### config.mk
export PLATFORM = sky130hd
export DESIGN_NAME = tmr16_byte_bridge
export DESIGN_NICKNAME = d
export VERILOG_FILES = /design/src/rtl/tmr16_byte_bridge.sv
export SDC_FILE = /design/constraint.sdc
export NUM_CORES = 1
export LEC_CHECK = 0
export BUFFER_PORTS_ARGS = -buffer_cell sky130_fd_sc_hd__buf_2
export CAP_MARGIN = 20
export CORE_ASPECT_RATIO = 0.9
export CORE_MARGIN = 8
export CORE_UTILIZATION = 36
export DETAILED_ROUTE_END_ITERATION = 8
export PLACE_DENSITY = 0.61
export SYNTH_ARGS = -nofsm -noshare
export SYNTH_HDL_FRONTEND = slang
export SYNTH_SLANG_ARGS = --single-unit
export TNS_END_PERCENT = 1
### constraint.sdc
create_clock -name clk -period 0.9 [get_ports clk]
set_input_delay 0.045 -clock clk [delete_from_list [all_inputs] [get_ports clk]]
set_output_delay 0.045 -clock clk [all_outputs]
set_load 0.02 [all_outputs]
### src/rtl/tmr16_byte_bridge.sv
module tmr16_byte_bridge (
  input  logic        clk,
  input  logic        rst_n,
  input  logic [1:0]  bus_addr,
  input  logic        bus_rd,
  input  logic        bus_wr,
  input  logic [7:0]  bus_wdata,
  output logic [7:0]  bus_rdata,
  input  logic        top_mode,
  input  logic        cap_strobe,
  input  logic [15:0] cap_in,
  output logic [15:0] cap_q,
  output logic [15:0] cmp_q,
  output logic        cap_we,
  output logic        cmp_we
);

  logic [7:0] hold_q;

  wire wr_hi    = bus_wr & bus_addr[0];
  wire wr_cap   = bus_wr & (bus_addr == 2'd0) & top_mode;
  wire wr_cmp   = bus_wr & (bus_addr == 2'd2);
  wire cap_take = cap_strobe & ~top_mode;

  always_ff @(posedge clk) begin
    if (!rst_n) begin
      hold_q    <= '0;
      bus_rdata <= '0;
      cap_q     <= '0;
      cmp_q     <= '0;
      cap_we    <= 1'b0;
      cmp_we    <= 1'b0;
    end else begin
      cap_we <= wr_cap;
      cmp_we <= wr_cmp;
      if (bus_rd) begin
        case (bus_addr)
          2'd0: begin bus_rdata <= cap_q[7:0]; hold_q <= cap_q[15:8]; end
          2'd2: begin bus_rdata <= cmp_q[7:0]; hold_q <= cmp_q[15:8]; end
          default: bus_rdata <= hold_q;
        endcase
      end
      if (wr_hi)    hold_q <= bus_wdata;
      if (cap_take) cap_q  <= cap_in;
      if (wr_cap)   cap_q  <= {hold_q, bus_wdata};
      if (wr_cmp)   cmp_q  <= {hold_q, bus_wdata};
    end
  end

  p_hi_wr_no_commit_r4: assert property (@(posedge clk) disable iff (!rst_n)
    (bus_wr && bus_addr[0] && !cap_strobe) |=> ($stable(cap_q) && $stable(cmp_q)));

  p_cmp_commit_r5: assert property (@(posedge clk) disable iff (!rst_n)
    (bus_wr && bus_addr == 2'd2) |=> (cmp_q == {$past(hold_q), $past(bus_wdata)} && cmp_we));

  p_cap_locked_r6: assert property (@(posedge clk) disable iff (!rst_n)
    (bus_wr && bus_addr == 2'd0 && !top_mode && !cap_strobe) |=> ($stable(cap_q) && !cap_we));

  p_capture_gated_r7: assert property (@(posedge clk) disable iff (!rst_n)
    (cap_strobe && top_mode && !(bus_wr && bus_addr == 2'd0)) |=> $stable(cap_q));

  p_hi_read_hold_r3: assert property (@(posedge clk) disable iff (!rst_n)
    (bus_rd && bus_addr[0]) |=> (bus_rdata == $past(hold_q)));

  p_we_single_r5: assert property (@(posedge clk) disable iff (!rst_n)
    $onehot0({cap_we, cmp_we}));

endmodule

# Yosys cells after proc, flatten, opt, wreduce, memory -nomap -nowiden
# Index checks and enable logic that the tools add are counted.
# word_totals
reg_bits	50
inputBits	32
out_inout_bits	42
wordCells	24
# op_classes
eq_ne	1
bitwise	6
mux	6
n_reduce_logical	5
# ops
op	n
16-bit 2-to-1 mux	2
8-bit case mux with 2 select lines	2
8-bit 2-to-1 mux	2
1-bit bitwise AND	5
2-bit nonzero test	2
3-bit nonzero test	1
2-bit == test, second input constant	1
2-bit zero test	1
2-bit AND reduction	1
1-bit inverter	1

# Logic depth before layout (Yosys ltp)
# depth
word_depth	4
depth_mapped	6
ltp_nobuf	3

# Worst setup path after synthesis
# OpenSTA, ideal clock, no wires.
# synth_path
path_type	register to register
start	register cmp_q[8]
end	register hold_q[0]
slack_ns	-0.068
setup_ns	0.122
required_time_ns	0.778
path_stages_with_launch	4
arrival_time_ns	0.846
n_path_buf	0
synth_period_minus_slack_ns	0.968
cell_sequence	dfxtp_1 -> mux2_2 -> a32oi_1 -> a21boi_1
# synth_via
elab_chain_cells	3
# synth_lines
element	line_no	rtl
from (decl)	13	output logic [15:0] cmp_q,
from (signal assigned)	46	if (wr_cmp) cmp_q <= {hold_q, bus_wdata};
8-bit case mux with 2 select lines	37	case (bus_addr)
8-bit 2-to-1 mux	36	if (bus_rd) begin
8-bit 2-to-1 mux	43	if (wr_hi) hold_q <= bus_wdata;
to (signal assigned)	38	2'd0: begin bus_rdata <= cap_q[7:0]; hold_q <= cap_q[15:8]; end
to (signal assigned)	39	2'd2: begin bus_rdata <= cmp_q[7:0]; hold_q <= cmp_q[15:8]; end
to (signal assigned)	43	
to (decl)	18	logic [7:0] hold_q;
# Every way passes these cells. The select of a mux whose other input is x is not followed.
# A chain may end at the register's enable or synchronous reset.

# Final worst setup path
# layout_path
start	register cap_q[7]
end	register bus_rdata[7]
# layout_via
elab_chain_cells	1
# layout_lines
element	line_no	rtl
from (decl)	12	output logic [15:0] cap_q,
from (signal assigned)	44	if (cap_take) cap_q <= cap_in;
from (signal assigned)	45	if (wr_cap) cap_q <= {hold_q, bus_wdata};
8-bit case mux with 2 select lines	37	
to (signal assigned)	38	
to (signal assigned)	39	
to (signal assigned)	40	default: bus_rdata <= hold_q;
to (decl)	8	output logic [7:0] bus_rdata,
# Every way passes these cells.

==> flow_metrics.py <==
metrics = {
    "route": {
        "drtPass1Iterations": 4,
        "route.detailed.drc": 0,
        "drtIter0Drc": 75,
        "wl_mm": 7.925,
        "detail-route-antenna-nets": 0,
        "vias": 2362,
        "wire_per_inst_um": 17.15,
        "vias_per_cell": 5.113,
    },
    "pwr": {
        "leakagePower_nw": 1.569,
        "p_per_area_nw_per_um2": 1315,
        "power_mw": 4.976,
        "peakVddDrop_uv": 649.3,
    },
    "worst_setup_path": {
        "cp.required_ps": 1090,
        "rr_endpoint": "bus_rdata[7]$_SDFFE_PN0P_",
        "crit_type": "reg2reg",
        "cp-end-kind": "flop",
        "arrival_ps": 1150,
        "endpoint": "bus_rdata[7]$_SDFFE_PN0P_",
        "worstSetupStartpoint": "cap_q[7]$_SDFFE_PN0P_",
        "r2r_slack_ps": -60,
        "start_kind": "flop",
        "critPathMaxFanout": 2,
        "worstReg2RegStart": "cap_q[7]$_SDFFE_PN0P_",
        "ff2ff_path_depth": 3,
    },
    "layout": {
        "diodes": 0,
        "stdcell_area_sq_um": 3785,
        "fin_util_pct": 57.77,
        "nets": 403,
        "area_growth_syn_to_layout_pct": 56.33,
        "layout-drive-gt1-share_pct": 55.38,
        "stdcell_count": 462,
    },
    "timing": {
        "clock_skew_ps": 7.332,
        "worstMarginPinSlew_ps": 342.9,
        "final.period_utilization_pct": 106.5,
        "setup_violations": 38,
        "slew_violations": 0,
        "maxSlewHeadroom_pct": 76.65,
        "setup_slack_ps": -58.15,
        "max_freq_mhz": 1044,
        "post-route-min-period_ps": 958.1,
        "hold_viol": 0,
        "rsz0062_at_grt": "yes",
        "fin_hold_ws_ps": 4.067,
        "timing.setup.tns_ps": -836.8,
    },
    "global_route": {
        "grt_pass1_vias": 2565,
        "grt_overflow": 0,
        "grt_usage_pct": 17.12,
        "grt_antenna_before_repair": 1,
        "grt_max_degree": 37,
        "grt_pass1_wl_mm": 12.92,
    },
    "floorplan": {
        "start_util_pct": 36.96,
        "ios": 74,
        "coreArea_sq_um": 6551,
        "design.die.area_sq_um": 9609,
        "fp-row-count": 28,
        "die_y_um": 93.80,
        "fp.dieW_um": 102.4,
    },
    "synth": {
        "syn_area_per_cell_sq_um": 9.684,
        "ys_warn_count": 0,
        "ys_seq_area_share_pct": 41.34,
        "syn_area_sq_um": 2421,
        "ys_types": 32,
        "syn-num-nets": 282,
        "ys_ff_latch": 50,
        "netlist_instances": 250,
    },
    "min_path": {
        "hold_depth": 3,
        "hp-class": "in2reg",
    },
    "clock_tree": {
        "cts.path.max_buffers": 2,
        "worstSkewPairLatency_ps": 310,
        "cts-root-buf": "clkbuf_8",
        "clkTransAtPathRegs_ps": 90,
        "cts_made_buffers": 5,
        "clkSinkCount": 50,
        "h-tree-depth": 2,
        "tritoncts": "done",
    },
    "placement": {
        "post_dp_cell_area_sq_um": 3227,
        "place_inst": 444,
        "port_buffers": 73,
        "dp_hpwl_mm": 5.822,
        "place.gp.congestion": 0.8522,
        "place_ws_ps": -182.2,
    },
    "run_status": {
        "violations": "negative setup slack",
        "status": "complete, but fails checks",
    },
    "run": {
        "cap_violations": 0,
    },
}
[cell usage in the layout, fill, tap and decap left out, drive strengths merged]
| master | Yosys | final |
|---|---|---|
| buf | 16 | 128 |
| dfxtp | 50 | 50 |
| nand2 | 38 | 38 |
| a21boi | 37 | 37 |
| nand3 | 19 | 19 |
| a22oi | 16 | 16 |
| mux2 | 14 | 14 |
| o21ai | 11 | 11 |
| dlygate4sd3 | 0 | 10 |
| nand3b | 9 | 9 |
| mux2i | 9 | 9 |
| clkbuf | 8 | 6 |
| a32oi | 5 | 5 |
| a31oi | 3 | 3 |
| nor2 | 3 | 3 |
| o31ai | 3 | 3 |
| nor2b | 2 | 2 |
| nand2b | 2 | 2 |
| and2 | 2 | 2 |
| and4bb | 1 | 1 |
| nand4bb | 1 | 1 |
| and3b | 1 | 1 |
| bufinv | 0 | 1 |
| clkinvlp | 0 | 1 |
[synthesized netlist by cell type (all sizes together)]
cell      n  area share (%)
buf      16             5.0
nor2      3            0.47
nand3    19             3.9
a22oi    16             6.8
nand4bb   1            0.47
clkbuf    8             1.3
nand3b    9             2.9
a21boi   37              13
nand2    38             5.9
mux2     14             6.5
nand2b    2            0.52
and3b     1            0.36
nor2b     2            0.52
a31oi     3            0.78
o21ai    11             2.3
and4bb    1            0.52
a32oi     5             1.8
dfxtp    50              41
mux2i     9             4.2
and2      2            0.52
o31ai     3            0.93
[critical path, stage by stage (launching register included)]
cell,delay (ps)
dfxtp_2,340
mux2_4,280
mux2i_4,150
o21ai_1,70
[worst min path at each step]
stage                  from                     end  slack, ps
6_report          cap_in[4]   cap_q[4]$_SDFFE_PN0P_          4
3_5_place_dp     cap_in[13]  cap_q[13]$_SDFFE_PN0P_        320
3_3_place_gp      cap_in[1]   cap_q[1]$_SDFFE_PN0P_        310
5_1_grt        bus_wdata[3]   cmp_q[3]$_SDFFE_PN0P_          2
2_1_floorplan  bus_wdata[0]   cmp_q[0]$_SDFFE_PN0P_        170
4_1_cts           cap_in[4]   cap_q[4]$_SDFFE_PN0P_          1
[per-layer routing]
metal	part of all wire [%]	up-vias	track usage, %
met2	52	60	30.32
met1	41	1144	19.56
met3	6.2	12	4.148
met4	1.2	2	5.617
met5	0.15	-	0
li1	-	1144	-
[timing repair]
item,4_1_cts,5_1_grt
resized for setup,91,18
hold endpoints to repair,10,0
setup endpoints to repair,44,46
hold buffers,10,0
pin swaps,10,4
setup buffers,0,0
[where the power goes]
group	internal, mW	switching [mW]	total [mW]
combinational	0.532	0.468	1.00
clock	0.830	0.770	1.60
sequential	2.30	0.0716	2.38
[final cells by class]
cell class / count / area (sq um)
clock buffer: 6 / 72.57
tap: 90 / 112.6
clock inverter: 2 / 37.54
multi-input combinational: 176 / 1321
timing repair buffer: 138 / 1199
fill: 598 / 2766
sequential: 50 / 1042
[flip-flops by register name, summed over array words and instances, names as in the netlist]
name / cells
cmp_we: 1
cap_we: 1
hold_q: 8
cmp_q: 16
cap_q: 16
bus_rdata: 8
[cell families (layout without fill, tap and decap cells)]
group / count (synthesis) / after routing / share of synthesized area, %
compound gates: 75 / 75 / 25.48
flops: 50 / 50 / 41.34
buf+inv: 24 / 146 / 6.305
simple gates: 78 / 78 / 16.12
mux: 23 / 23 / 10.75
(Power assumes the default switching activity.)
